File: src/rtl/ctb_pkg.sv
`timescale 1ns/1ps
package ctb_pkg;
   // control word field positions
   localparam int CTL_PS_LO = 0;
   localparam int CTL_PS_HI = 1;
   localparam int CTL_CASC  = 2;
   localparam int CTL_IE    = 6;
   localparam int CTL_RUN   = 7;

   // prescaler count width, enough for the longest period
   localparam int PRE_W = 11;

   // terminal count for each prescaler selection (period minus one)
   function automatic logic [PRE_W-1:0] ps_limit(input logic [1:0] sel);
      case (sel)
         2'd0:    ps_limit = PRE_W'(1);
         2'd1:    ps_limit = PRE_W'(127);
         2'd2:    ps_limit = PRE_W'(511);
         default: ps_limit = PRE_W'(2047);
      endcase
   endfunction
endpackage

File: src/rtl/ctb_prescaler.sv
`timescale 1ns/1ps
module ctb_prescaler
   import ctb_pkg::*;
(
   input  logic       clk,
   input  logic       rst,
   input  logic       clear,
   input  logic       enable,
   input  logic [1:0] sel,
   output logic       tick
);
   logic [PRE_W-1:0] div_q;

   // >= keeps a shortened period from running to wrap
   assign tick = enable && (div_q >= ps_limit(sel));

   always_ff @(posedge clk) begin
      if (rst || clear)  div_q <= '0;
      else if (tick)     div_q <= '0;
      else if (enable)   div_q <= div_q + 1'b1;
   end
endmodule

File: src/rtl/ctb_decode.sv
`timescale 1ns/1ps
module ctb_decode #(
   parameter int NUM_TIMERS = 4,
   parameter int CNT_W      = 16,
   parameter int ADDR_W     = 4
) (
   input  logic [ADDR_W-1:0]    bus_addr,
   input  logic                 bus_wr,
   input  logic                 bus_wide,
   input  logic [2*CNT_W-1:0]   bus_wdata,
   output logic [NUM_TIMERS-1:0] wr_reload,
   output logic [NUM_TIMERS-1:0] wr_ctrl,
   output logic [CNT_W-1:0]     reload_wd,
   output logic [CNT_W-1:0]     ctrl_wd
);
   localparam int SLOT_W = ADDR_W - 2;

   logic [SLOT_W-1:0] slot;
   logic              upper;

   assign slot  = bus_addr[ADDR_W-1:2];
   assign upper = bus_addr[1];

   for (genvar i = 0; i < NUM_TIMERS; i++) begin : g_slot
      logic hit;
      assign hit          = bus_wr && (slot == SLOT_W'(i));
      assign wr_reload[i] = hit && (bus_wide || !upper);
      assign wr_ctrl[i]   = hit && (bus_wide || upper);
   end

   assign reload_wd = bus_wdata[CNT_W-1:0];
   assign ctrl_wd   = bus_wide ? bus_wdata[2*CNT_W-1:CNT_W] : bus_wdata[CNT_W-1:0];
endmodule

File: src/rtl/ctb_channel.sv
`timescale 1ns/1ps
module ctb_channel
   import ctb_pkg::*;
#(
   parameter int CNT_W = 16
) (
   input  logic             clk,
   input  logic             rst,
   input  logic             wr_reload,
   input  logic             wr_ctrl,
   input  logic [CNT_W-1:0] reload_wd,
   input  logic [CNT_W-1:0] ctrl_wd,
   input  logic             chain_in,
   output logic [CNT_W-1:0] count_o,
   output logic [CNT_W-1:0] ctrl_o,
   output logic             wrap_o,
   output logic             irq_o
);
   logic [CNT_W-1:0] reload_q, count_q, ctrl_q, reload_nx;
   logic             run, chained, start_edge, ptick, step, wraps, irq_q;

   assign run        = ctrl_q[CTL_RUN];
   assign chained    = ctrl_q[CTL_CASC];
   assign start_edge = wr_ctrl && !run && ctrl_wd[CTL_RUN];
   assign reload_nx  = wr_reload ? reload_wd : reload_q;

   ctb_prescaler u_pre (
      .clk    (clk),
      .rst    (rst),
      .clear  (start_edge),
      .enable (run && !chained),
      .sel    (ctrl_q[CTL_PS_HI:CTL_PS_LO]),
      .tick   (ptick)
   );

   assign step  = run && (chained ? chain_in : ptick);
   assign wraps = step && (count_q == '1);

   always_ff @(posedge clk) begin
      if (rst) begin
         reload_q <= '0;
         ctrl_q   <= '0;
         count_q  <= '0;
         irq_q    <= 1'b0;
      end else begin
         if (wr_reload) reload_q <= reload_wd;
         if (wr_ctrl)   ctrl_q   <= ctrl_wd;
         if (start_edge && !ctrl_wd[CTL_CASC]) count_q <= reload_nx;
         else if (wraps)                       count_q <= reload_q;
         else if (step)                        count_q <= count_q + 1'b1;
         irq_q <= wraps && ctrl_q[CTL_IE];
      end
   end

   assign count_o = count_q;
   assign ctrl_o  = ctrl_q;
   assign wrap_o  = wraps;
   assign irq_o   = irq_q;
endmodule

File: src/rtl/cascade_timer_bank.sv
`timescale 1ns/1ps
module cascade_timer_bank
   import ctb_pkg::*;
#(
   parameter int NUM_TIMERS = 4,
   parameter int CNT_W      = 16,
   parameter int ADDR_W     = $clog2(NUM_TIMERS) + 2
) (
   input  logic                  clk,
   input  logic                  rst,
   input  logic [ADDR_W-1:0]     bus_addr,
   input  logic                  bus_wr,
   input  logic                  bus_wide,
   input  logic [2*CNT_W-1:0]    bus_wdata,
   output logic [2*CNT_W-1:0]    bus_rdata,
   output logic [NUM_TIMERS-1:0] irq
);
   localparam int SLOT_W = ADDR_W - 2;

   if (NUM_TIMERS < 2) begin : g_bad_count
      $error("cascade_timer_bank: NUM_TIMERS must be at least 2");
   end
   if (CNT_W < CTL_RUN + 1) begin : g_bad_width
      $error("cascade_timer_bank: CNT_W too narrow for control fields");
   end
   if (ADDR_W != $clog2(NUM_TIMERS) + 2) begin : g_bad_addr
      $error("cascade_timer_bank: ADDR_W must match NUM_TIMERS");
   end

   logic [NUM_TIMERS-1:0]            wr_reload, wr_ctrl, wrap, chain_in;
   logic [CNT_W-1:0]                 reload_wd, ctrl_wd;
   logic [NUM_TIMERS-1:0][CNT_W-1:0] ch_count, ch_ctrl;
   logic                             unused_addr_lsb;

   assign unused_addr_lsb = bus_addr[0];

   ctb_decode #(
      .NUM_TIMERS (NUM_TIMERS),
      .CNT_W      (CNT_W),
      .ADDR_W     (ADDR_W)
   ) u_dec (
      .bus_addr  (bus_addr),
      .bus_wr    (bus_wr),
      .bus_wide  (bus_wide),
      .bus_wdata (bus_wdata),
      .wr_reload (wr_reload),
      .wr_ctrl   (wr_ctrl),
      .reload_wd (reload_wd),
      .ctrl_wd   (ctrl_wd)
   );

   for (genvar i = 0; i < NUM_TIMERS; i++) begin : g_ch
      // the lowest timer has no neighbour to chain from
      if (i == 0) begin : g_head
         assign chain_in[i] = 1'b0;
      end else begin : g_link
         assign chain_in[i] = wrap[i-1];
      end

      ctb_channel #(.CNT_W(CNT_W)) u_ch (
         .clk       (clk),
         .rst       (rst),
         .wr_reload (wr_reload[i]),
         .wr_ctrl   (wr_ctrl[i]),
         .reload_wd (reload_wd),
         .ctrl_wd   (ctrl_wd),
         .chain_in  (chain_in[i]),
         .count_o   (ch_count[i]),
         .ctrl_o    (ch_ctrl[i]),
         .wrap_o    (wrap[i]),
         .irq_o     (irq[i])
      );
   end

   always_comb begin
      bus_rdata = '0;
      for (int i = 0; i < NUM_TIMERS; i++) begin
         if (bus_addr[ADDR_W-1:2] == SLOT_W'(i)) begin
            if (bus_wide)         bus_rdata = {ch_ctrl[i], ch_count[i]};
            else if (bus_addr[1]) bus_rdata = {{CNT_W{1'b0}}, ch_ctrl[i]};
            else                  bus_rdata = {{CNT_W{1'b0}}, ch_count[i]};
         end
      end
   end
endmodule

File: config.mk
export PLATFORM = sky130hd
export DESIGN_NAME = cascade_timer_bank
export DESIGN_NICKNAME = d
export VERILOG_FILES = /design/src/rtl/ctb_pkg.sv /design/src/rtl/ctb_prescaler.sv /design/src/rtl/ctb_decode.sv /design/src/rtl/ctb_channel.sv /design/src/rtl/cascade_timer_bank.sv
export SDC_FILE = /design/constraint.sdc
export NUM_CORES = 1
export LEC_CHECK = 0
export ABC_AREA = 1
export BUFFER_PORTS_ARGS = -buffer_cell sky130_fd_sc_hd__buf_2
export CORE_MARGIN = 3
export CORE_UTILIZATION = 36
export DETAILED_ROUTE_END_ITERATION = 8
export PLACE_DENSITY = 0.64
export RECOVER_POWER = 50
export SLEW_MARGIN = 10
export SYNTH_ARGS = -nofsm -noshare
export SYNTH_HDL_FRONTEND = slang
export SYNTH_SLANG_ARGS = --single-unit
File: constraint.sdc
create_clock -name clk -period 2.5 [get_ports clk]
set_clock_uncertainty 0.2 [all_clocks]
set_input_delay 0.125 -clock clk [delete_from_list [all_inputs] [get_ports clk]]
set_output_delay 0.125 -clock clk [all_outputs]
set_load 0.005 [all_outputs]
* Word level (Yosys, flattened, before mapping)
Index checks and enable logic that the tools add are counted.
Word-level totals: flip-flop bits (word level) 240, input bits 40, output and inout port bits 36
Cells by class: add/subtract/negate cells 8, magnitude comparators 4, equal/unequal tests 15, muxes and demuxes 37, reductions and logical operators 73
Operators with widths (number):
- 16-bit two-way mux | 21
- 32-bit two-way mux | 8
- 11-bit case mux with 3 select lines | 4
- 16-bit by 1-bit adder with 16-bit output (second input constant) | 4
- 16-bit equality test (second input constant) | 4
- 11-bit by 1-bit adder with 11-bit output (second input constant) | 4
- 11-bit >= comparator | 4
- 1-bit logical AND | 44
- 2-bit equality test (second input constant) | 6
- 3-bit nonzero test | 4
- 2-bit by 1-bit equality test with 1-bit output (second input constant) | 5
- 1-bit zero test | 10
- 2-bit zero test | 5
- 2-bit OR reduction | 4
- 1-bit logical OR | 6
- 1-bit two-way mux | 4

* Depth between registers and ports, before layout
Gate-level depths: netlist of the first run.
depth after elaboration 18, gate-level depth with buffers 17, mapped depth without buffers 17

* Cells and area by module
Synthesis of the first run repeated with hierarchy kept, for this count alone.
Unflattened totals: cell total of the unflattened synthesis 2375, area total of the unflattened synthesis 15678.8 µm²
By module, submodules not included:
- ctb_channel | instances 4, cells an instance 368, area each 2591.2 µm², seq. area each 980.9 µm²
- ctb_prescaler (g_ch[0].u_ch.u_pre ...) | instances 3, cells an instance 108, area each 789.5 µm², seq. area each 220.2 µm²
- cascade_timer_bank | instances 1, cells an instance 386, area each 1671.6 µm², seq. area each 0.0 µm²
- ctb_prescaler (g_ch[2].u_ch.u_pre) | instances 1, cells an instance 107, area each 777.0 µm², seq. area each 220.2 µm²
- ctb_decode | instances 1, cells an instance 86, area each 496.7 µm², seq. area each 0.0 µm²

* Worst setup path after synthesis of the first run
OpenSTA, ideal clock, no wires.
kind register -> register, start point register g_ch[1].u_ch.count_q[0], end point register g_ch[3].u_ch.count_q[11], library setup time 0.132 ns, arrival 2.195 ns, data required time 2.168 ns, slack -0.027 ns, stages on the path, launching flop included 16, buffers on the path 1, clock period less this slack 2.527 ns, cell sequence dfxtp_1 -> ha_1 -> nand3_2 -> nor2_4 -> nand2_2 -> nor3_4 -> nand3_2 -> nor3_4 -> nand3_2 -> nand2_4 -> nand3_4 -> nand2_4 -> buf_6 -> nand3_1 -> nand3_1 -> a21oi_1
Between the ends: word-level cells in the longest chain between the ends 10, elaborated cells between the ends (all ways) 11
Ends and longest elaborated chain:
- from (decl) | RTL line ctb_channel.sv:19 | logic [CNT_W-1:0] reload_q, count_q, ctrl_q, reload_nx;
- from (signal assigned) | RTL line ctb_channel.sv:48 | if (start_edge && !ctrl_wd[CTL_CASC]) count_q <= reload_nx;
- from (signal assigned) | RTL line ctb_channel.sv:49 | else if (wraps) count_q <= reload_q;
- from (signal assigned) | RTL line ctb_channel.sv:50 | else if (step) count_q <= count_q + 1'b1;
- 16-bit equality test (*) | RTL line ctb_channel.sv:37 | assign wraps = step && (count_q == '1);
- 1-bit logical AND (*) | RTL line ctb_channel.sv:37
- 1-bit two-way mux (*) | RTL line ctb_channel.sv:36 | assign step = run && (chained ? chain_in : ptick);
- 1-bit logical AND (*) | RTL line ctb_channel.sv:36
- 1-bit logical AND (*) | RTL line ctb_channel.sv:37
- 1-bit two-way mux (*) | RTL line ctb_channel.sv:36
- 1-bit logical AND (*) | RTL line ctb_channel.sv:36
- 1-bit logical AND | RTL line ctb_channel.sv:37
- 16-bit two-way mux | RTL line ctb_channel.sv:49
- 16-bit two-way mux | RTL line ctb_channel.sv:48
- to (signal assigned) | RTL line ctb_channel.sv:48
- to (signal assigned) | RTL line ctb_channel.sv:49
- to (signal assigned) | RTL line ctb_channel.sv:50
- to (decl) | RTL line ctb_channel.sv:19
Mark *: on every way between the ends. The rest lies on a longest branch, timed or not. A chain may end at the register's enable or synchronous reset.

* Worst setup path in the final report of the first run
start point input bus_addr[1], end point register g_ch[3].u_ch.count_q[9]
Between the ends: word-level cells in the longest chain between the ends 6, elaborated cells between the ends (all ways) 11
Ends and longest elaborated chain:
- from (decl) | RTL line cascade_timer_bank.sv:11 | input logic [ADDR_W-1:0] bus_addr,
- 1-bit logical OR | RTL line ctb_decode.sv:28 | assign wr_ctrl[i] = hit && (bus_wide || upper);
- 1-bit logical AND | RTL line ctb_decode.sv:28
- 1-bit logical AND (2 in series) | RTL line ctb_channel.sv:24 | assign start_edge = wr_ctrl && !run && ctrl_wd[CTL_RUN];
- 1-bit logical AND | RTL line ctb_channel.sv:48
- 3-bit nonzero test (no source line) / 16-bit two-way mux (equally long branches)
Several ways; a longest one is shown, not always the timed one.

==> metrics.cfg, run 1 <==
[status]
status=finished, violations left
violations=negative setup slack

[floorplan]
rows=70
core-area_sq_um=36900
ios=76
die_y_um=200
dieArea_sq_um=40000
start_util_pct=36.7
dieWidth_um=200

[sta]
tightest_slew_ns=0.753
maxSlewViolCount=0
timing.final.ws_setup_ns=-0.0995
rsz0062_at_grt=yes
setup-tns-final_ns=-1.69
slew_headroom_pct=49.8
hold_viol_final=0
setup_viol_count_final=39
max_freq_mhz=385
post-route-period-util_pct=104
layout_min_cycle_time_ns=2.60

[synthesis]
yosysWarningCount=0
syn_area_per_cell_sq_um=6.92
synth.cell_area_sq_um=13500
synthDistinctLibCells=47
synthFlopType=dfxtp_1
async_reset_ff_share_pct=0
syn_inst=1957
synth-edff-count=0
synth.ff_latch_count=240
yosysSeqAreaShare_pct=35.5
syn_nets=2041

[clock_network]
cts_tree=built
cts.clk_slew.worst_paths_ns=0.06
cts_sinks=240
clkLatencyLatePin_ns=0.56
h-tree-depth=1
root_buffer=clkbuf_16
numCtsBuffers=29
clockBufferDepth=3

[detailed_routing]
vias=14390
wl_per_cell_um=17.9
drt_wl_total_mm=48.8
firstDrtPassIters=5
drtIter0Drc=1389
via_per_inst=5.29
ant_nets=0
drc=0

[finish]
final_cells=2719
synthToLayoutAreaGrowth_pct=29.2
final_util_pct=47.5
mostFrequentLayoutCells=nand2_1 (322), inv_1 (247), dfxtp_1 (229)
layout_commonest_cell=nand2_1
drive_gt1_share_pct=19.7
final_nets=2274

[min_path]
holdCritPathClass=primary input to flop

[power]
peakVddDrop_mv=0.463
p_per_area_nw_per_um2=537
p_leak_uw=0.00719
finalPower_uw=9400

[setup_path]
start_kind=primary input
crit_path_frequent_cell=inv_1
critPathKind=primary input to flop
path_cells=dlygate4sd3_1 > clkbuf_1 > inv_1 > nor2_1 > inv_1 > clkbuf_16 > nand2_1 > clkbuf_2 > o21ai_0 > or2_2 > nand2_1 > inv_1 > a21oi_1
path_buf_inv=7
critPathSlowestCell=dlygate4sd3_1
cp-end-kind=flop
crit_arrival_ns=2.87
crit_path_max_fanout=32
required_ns=2.77
cpPeakStageDelay_ns=0.54
critical_path.top_delay_family=buffers and inverters

[placed_design]
hpwl_mm=34.8
place_inst=2601
port-buffer-count=74
gp_congestion=0.959

[global_routing]
grt_max_degree=150
antenna_found_initial=3
grt_usage_pct=23.6
grt_pass1_wl_mm=74.2
grt_pass1_vias=13405
grt_overflow=0

[run]
max_cap_violations=0

-- per-stage QoR --
stage / instance area, sq um / hold slack, ns / setup slack, ns
3_5_place_dp: 15500 / 0.242 / -0.269
6_report: 17500 / 0.0484 / -0.0995
5_1_grt: 17500 / 0.0617 / -0.266
3_3_place_gp: 15500 / 0.233 / -0.196
2_1_floorplan: 13500 / 0.0812 / 0.0161
4_1_cts: 17100 / 0.0117 / -0.0578
-- state kept, by name (all words and copies together), names as in the netlist --
signal	count
g_ch.u_ch.ctrl_o	64
g_ch.u_ch.reload_q	64
g_ch.u_ch.u_pre.div_q	44
g_ch.u_ch.count_o	64
g_ch.u_ch.irq_o	4
-- logic make-up after synthesis --
logic type	after synthesis	share of synthesized area, %
and+or+nand+nor	711	23.0
xor gates and xnor gates	72	4.66
DFF	240	35.5
buffers and inverters	362	10.4
muxes	5	0.370
AOI/OAI and AO/OA	523	22.0
adders and majority gates	44	4.07
-- metal layers --
metal  vias to the layer above  track usage, %  share of wire [%]
li1                       6980               -                  -
met3                       107            3.31                7.1
met5                         -               0                  0
met1                      6754            31.4                 43
met2                       549            38.8                 46
met4                         0            9.15                4.2
-- worst min-delay path, cell delays in order --
cell and delay [ns]:
buf_2 0.07, nand2_1 0.06, o21ai_0 0.26, nand2_1 0.09, a21oi_1 0.16
-- where the power goes --
part | switching, uW | internal (uW) | total [uW] | leakage, uW
clock | 1720 | 2690 | 4420 | 0.000491
combinational | 661 | 353 | 1010 | 0.00475
sequential | 47.8 | 3920 | 3970 | 0.00195
total | 2430 | 6970 | 9400 | 0.00719
-- final timing paths --
| path | start | to | slack (ns) | cells past startpoint |
|---|---|---|---|---|
| max reg2reg | g_ch[2].u_ch.count_o[0] | g_ch[3].u_ch.count_o[9] | -0.08 | 15 |
| min reg2reg | g_ch[0].u_ch.ctrl_o[4] | g_ch[0].u_ch.ctrl_o[4] | 0.26 | 2 |
| max | bus_addr[1] | g_ch[3].u_ch.count_o[9] | -0.1 | 13 |
| min | bus_wdata[16] | g_ch[2].u_ch.ctrl_o[0] | 0.05 | 5 |
-- synthesized netlist by cell type, drive strengths merged, types with 8 or more instances --
library cell | n | area, sq um
o221ai | 13 | 114
nor2 | 198 | 761
xnor2 | 22 | 193
nand3 | 70 | 393
nand2 | 337 | 1280
ha | 44 | 551
nand4 | 18 | 113
nor3 | 30 | 193
o22ai | 19 | 119
a211oi | 26 | 195
a31oi | 46 | 288
buf | 19 | 116
or2 | 38 | 238
o21ai | 194 | 971
o21bai | 9 | 67.6
a221oi | 9 | 78.8
nor4 | 8 | 50.1
o211ai | 28 | 210
dfxtp | 240 | 4800
inv | 262 | 983
a21oi | 167 | 836
xor2 | 50 | 438
clkbuf | 79 | 297
nor3b | 9 | 67.6
-- what timing repair did --
item,4_1_cts,5_1_grt
hold buffers,41,0
endpoints found under the hold margin,116,0
gates cloned,1,2
setup endpoints to repair,57,82
pin swaps,20,30
setup buffers,9,9
gates resized for setup,52,73
-- final cells by class --
type / count / area, sq um
inverter: 264 / 1000
timing repair buffer: 300 / 2290
fill: 3649 / 19400
sequential: 240 / 4830
clock inverter: 12 / 168
antenna: 2 / 5.00
clock buffer: 42 / 825
multi-input combinational: 1355 / 7750
tap: 504 / 631
(Power assumes the default switching activity.)
==> run 2, diff against run 1 <==
Settings changed: BUFFER_PORTS_ARGS -buffer_cell sky130_fd_sc_hd__buf_2 to default, DONT_BUFFER_PORTS from default to 1, PLACE_DENSITY 0.64 to 0.62.
==> run 2 against run 1 <==
Effect of this change: via count grew 2.1%; largest cell class unchanged; register-to-register slack lost 0.03 ns; count of clock-buffer cells in the layout is the same; non-clock buffer count grew 57; clock power shrank 8.6%; the run ends with negative hold slack, negative setup slack left; critical path type unchanged; final area grew 3.8%; routed wire length grew 4.5%; critical path depth shrank 4; sequential share of layout area shrank 1.0 points.
==> metrics.cfg, run 2 (synthesized netlist as in run 1, its figures left out) <==
[status]
status=finished, violations left
violations=negative hold slack, negative setup slack

[detailed_routing]
drt_wl_total_mm=51.0
drtIter0Drc=1529
via_per_inst=5.30
wl_per_cell_um=18.4
drc=0
vias=14697
firstDrtPassIters=7
ant_nets=0

[floorplan]
rows=70
dieWidth_um=200
dieArea_sq_um=40000
core-area_sq_um=36900
die_y_um=200
start_util_pct=36.7
ios=76

[sta]
holdWs_ns=-0.558
rsz0062_at_grt=yes
timing.final.ws_setup_ns=-0.161
layout_min_cycle_time_ns=2.66
post-route-period-util_pct=106
tightest_slew_ns=0.917
max_freq_mhz=376
hold_viol_final=65
slew_headroom_pct=38.9
setup_viol_count_final=57
setup-tns-final_ns=-3.43
maxSlewViolCount=0

[setup_path]
reg2reg_from=g_ch[0].u_ch.count_o[1]
cp-end-kind=flop
path_cells=dlygate4sd3_1 > nor2_4 > inv_1 > nand2_1 > dlygate4sd3_1 > clkbuf_2 > o21ai_0 > a21oi_1 > dlygate4sd3_1
critical_path.top_delay_family=buffers and inverters
regToRegSetupSlack_ns=-0.11
critPathSlowestCell=dlygate4sd3_1
crit_path_max_fanout=29
required_ns=2.81
crit_arrival_ns=2.97
critPathKind=primary input to flop
r2r_end=g_ch[2].u_ch.count_o[2]
cpPeakStageDelay_ns=0.61
crit_path_frequent_cell=dlygate4sd3_1
path_buf_inv=5
start_kind=primary input
rr_worst_depth=16

[clock_network]
holdBufCountCts=178
numCtsBuffers=29
cts_sinks=240
clkLatencyLatePin_ns=0.58
cts_tree=built
root_buffer=clkbuf_16
clockBufferDepth=3
h-tree-depth=1
cts.clk_slew.worst_paths_ns=0.06

[finish]
layout_commonest_cell=nand2_1
mostFrequentLayoutCells=nand2_1 (325), inv_1 (247), dfxtp_1 (231)
design_area_sq_um=18200
final_nets=2332
synthToLayoutAreaGrowth_pct=34.1
drive_gt1_share_pct=15.3

[power]
p_switching_uw=2360
comb_power_share_pct=11.0
p_leak_uw=0.00774
swShare_pct=26.2
seq_power_share_pct=44.1
finalPower_uw=9000
p_per_area_nw_per_um2=496
peakVddDrop_mv=0.576
clkPwrFrac_pct=44.9
p_int_uw=6640

[placed_design]
hpwl_mm=34.0
placed_cell_area_sq_um=14900
gp_congestion=0.951
port-buffer-count=0

[global_routing]
grt_pass1_vias=13913
grt_max_degree=151
grt_overflow=0
grt_usage_pct=24.9
grt_pass1_wl_mm=78.3
antenna_found_initial=4

[run]
max_cap_violations=0

[min_path]
hold_depth=1
hold_path_end=g_ch[2].u_ch.count_o[10]
holdCritStartpoint=rst
holdCritPathClass=primary input to flop

[run 2: layer usage]
layer | wire (um) | track usage, % | vias to the layer above
met1 | 21000 | 32.6 | 6877
met4 | 2220 | 10.5 | 2
met3 | 4820 | 5.71 | 128
li1 | - | - | 7091
met5 | 20 | 0 | -
met2 | 22900 | 39.8 | 599
[run 2: final cells by class]
cell class	instances	area [sq um]
Multi-Input combinational cell	1355	7640
Tap cell	504	631
Inverter	264	1000
Antenna cell	4	10.0
Clock buffer	42	815
Timing Repair Buffer	357	3170
Fill cell	3594	18700
Sequential cell	240	4830
Clock inverter	5	56.3
Timing Repair inverter	1	7.51
[run 2: timing repair]
action                                  4_1_cts  5_1_grt
endpoints found under the setup margin       55      123
setup buffers                                21       15
resized for setup                            51       85
pin swaps                                    19       41
cloned                                        0        1
hold endpoints to repair                    196       65
[run 2: power groups by stage]
stage	clock network, uW	registers, uW	logic [uW]
2_1_floorplan	0	4040	512
3_3_place_gp	0	4050	696
3_5_place_dp	0	4050	708
4_1_cts	4100	3970	946
5_1_grt	4250	3980	1080
6_report	4040	3970	990
[run 2: stage by stage]
step	setup WS [ns]	util, %	std cells
4_1_cts	-0.0473	48.6	2756
3_5_place_dp	-0.269	40.4	2510
6_report	-0.161	49.3	2772
3_3_place_gp	-0.139	40.4	2510
2_1_floorplan	0.0161	-	1957
5_1_grt	-0.278	49.2	2769
[run 2: worst max path at each step]
stage | from | end | slack (ns) | depth (start not counted)
6_report | bus_addr[1] | g_ch[0].u_ch.ctrl_o[11] | -0.16 | 9
5_1_grt | g_ch[0].u_ch.count_o[1] | g_ch[2].u_ch.count_o[2] | -0.28 | 16
4_1_cts | g_ch[0].u_ch.ctrl_o[1] | g_ch[2].u_ch.count_o[8] | -0.05 | 15
3_5_place_dp | g_ch[1].u_ch.ctrl_o[0] | g_ch[2].u_ch.count_o[0] | -0.27 | 14
3_3_place_gp | g_ch[1].u_ch.ctrl_o[0] | g_ch[2].u_ch.count_o[4] | -0.14 | 15
2_1_floorplan | g_ch[2].u_ch.count_o[0] | g_ch[3].u_ch.count_o[11] | 0.02 | 15
==> run 3, diff against run 2 <==
Settings changed: CORE_UTILIZATION 36 to 41, PLACE_DENSITY 0.62 to 0.67.
==> run 3 against run 2 <==
Effect of this change: the flow still finishes with violations (negative hold slack, negative setup slack); sequential share of layout area grew 0.55 points; non-clock buffer count shrank 52; first-iteration DRC count grew 2.0%; core utilization grew 6.2 points; power grew 1.9%; die area shrank 12%; worst setup slack gained 0.013 ns; critical path type is now flop to flop.
==> metrics.cfg, run 3 (synthesized netlist as in run 1, its figures left out) <==
[status]
status=finished, violations left
violations=negative hold slack, negative setup slack

[min_path]
hold_depth=1
hold_path_end=g_ch[2].u_ch.count_o[1]
holdCritStartpoint=rst
holdCritPathClass=primary input to flop

[detailed_routing]
vias=14590
drt_wl_total_mm=49.5
via_per_inst=5.50
firstDrtPassIters=6
drc=0
drtIter0Drc=1559
wl_per_cell_um=18.6
ant_nets=0

[clock_network]
cts_sinks=240
numCtsBuffers=29
root_buffer=clkbuf_16
clockBufferDepth=3
cts_tree=built
cts.clk_slew.worst_paths_ns=0.06
h-tree-depth=1
clkLatencyLatePin_ns=0.56

[sta]
layout_min_cycle_time_ns=2.65
hold_viol_final=65
holdWs_ns=-0.543
rsz0062_at_grt=yes
setup_viol_count_final=40
post-route-period-util_pct=106
slew_headroom_pct=42.6
setup-tns-final_ns=-2.73
timing.final.ws_setup_ns=-0.148
maxSlewViolCount=0
max_freq_mhz=378
tightest_slew_ns=0.862

[placed_design]
pre_cts_ws_ns=-0.301
hpwl_mm=33.5
port-buffer-count=0
gp_congestion=0.980
placed_cell_area_sq_um=14800

[finish]
final_nets=2279
n_fill_cell=3022
design_area_sq_um=17800
mostFrequentLayoutCells=nand2_1 (325), inv_1 (249), dfxtp_1 (231)
synthToLayoutAreaGrowth_pct=31.3
multi_input_area_sq_um=7680
final_util_pct=55.5
regArea_sq_um=4820
layout_commonest_cell=nand2_1
drive_gt1_share_pct=14.4

[setup_path]
cp-end-kind=flop
start_kind=flop
regToRegSetupSlack_ns=-0.15
rr_worst_depth=17
reg2reg_from=g_ch[1].u_ch.ctrl_o[1]
required_ns=2.79
crit_path_max_fanout=6
r2r_end=g_ch[3].u_ch.count_o[6]
crit_arrival_ns=2.94
critPathKind=flop to flop

[global_routing]
grt_overflow=0
grt_pass1_wl_mm=76.1
antenna_found_initial=2
grt_max_degree=151
grt_usage_pct=26.9
grt_pass1_vias=13772

[floorplan]
dieWidth_um=188
start_util_pct=42.3
die_y_um=188
ios=76
dieArea_sq_um=35200
core-area_sq_um=32000
rows=65

[power]
p_per_area_nw_per_um2=516
p_leak_uw=0.00747
peakVddDrop_mv=0.580

[run]
max_cap_violations=0

## run 3: cell types whose count changed in the layout (fill, tap and decap cells not counted), sizes merged
cell	change
dlygate4sd3	-25
buf	-22
clkinv	+5
inv	-3
clkbuf	+2
clkinvlp	-2
bufinv	-1
diode	-1
dlymetal6s4s	-1
## run 3: cell type report
cell class,count,area share (%)
clock buffer,48,5.21
tap,435,3.06
timing repair buffer,305,15.6
sequential,240,27.1
clock inverter,5,0.176
multi-input combinational,1355,43.2
inverter,264,5.60
antenna,3,0.0422
## run 3: worst max-delay path by stage
stage | cells after the start | endpoint | slack, ns | from
3_3_place_gp | 16 | g_ch[3].u_ch.count_o[1] | -0.18 | g_ch[1].u_ch.ctrl_o[0]
4_1_cts | 16 | g_ch[3].u_ch.count_o[1] | -0.07 | g_ch[1].u_ch.ctrl_o[1]
6_report | 17 | g_ch[3].u_ch.count_o[6] | -0.15 | g_ch[1].u_ch.ctrl_o[1]
2_1_floorplan | 15 | g_ch[3].u_ch.count_o[11] | 0.02 | g_ch[2].u_ch.count_o[0]
5_1_grt | 17 | g_ch[3].u_ch.count_o[6] | -0.28 | g_ch[1].u_ch.ctrl_o[1]
3_5_place_dp | 16 | g_ch[3].u_ch.count_o[1] | -0.30 | g_ch[1].u_ch.ctrl_o[1]
## run 3: worst max-delay path, cell delays in order, from the launching register on
cell	delay, ns
dfxtp_4	0.36
nor2_4	0.13
buf_12	0.14
ha_1	0.24
nand3_1	0.10
nand2_1	0.07
nand3_2	0.07
o2111ai_2	0.13
nand2_2	0.14
nand2_4	0.08
nand3_4	0.10
nand2_4	0.07
nand3_4	0.11
nand3_4	0.13
clkbuf_16	0.20
o21bai_1	0.11
inv_1	0.07
a21oi_2	0.12
## run 3: power by group
group / switching, uW / internal, uW / leakage (uW)
Sequential: 49.1 / 3920 / 0.00195
Combinational: 601 / 382 / 0.00504
Clock: 1720 / 2510 / 0.000474
Total: 2370 / 6810 / 0.00747
## run 3: stage by stage
| stage | hold slack (ns) | instances | power (uW) |
|---|---|---|---|
| after floorplan | 0.0812 | 1957 | 4550 |
| after CTS | -0.565 | 2644 | 9140 |
| after global placement | 0.0121 | 2437 | 4740 |
| final | -0.543 | 2655 | 9170 |
| after global routing | -0.565 | 2652 | 9470 |
| after detailed placement | 0.0107 | 2437 | 4760 |
## run 3: layer usage
metal  wire (um)  track usage [%]
met5          13                0
met4        2410             11.0
met3        4940             5.35
met2       22100             43.7
met1       20000             34.9
## run 3: what timing repair did
action | CTS | global route
hold endpoints to repair | 194 | 66
hold buffers | 150 | 1
cloned | 0 | 1
endpoints found under the setup margin | 63 | 95
gates resized for setup | 45 | 73
pin swaps | 13 | 36
buffers inserted | 4 | 6
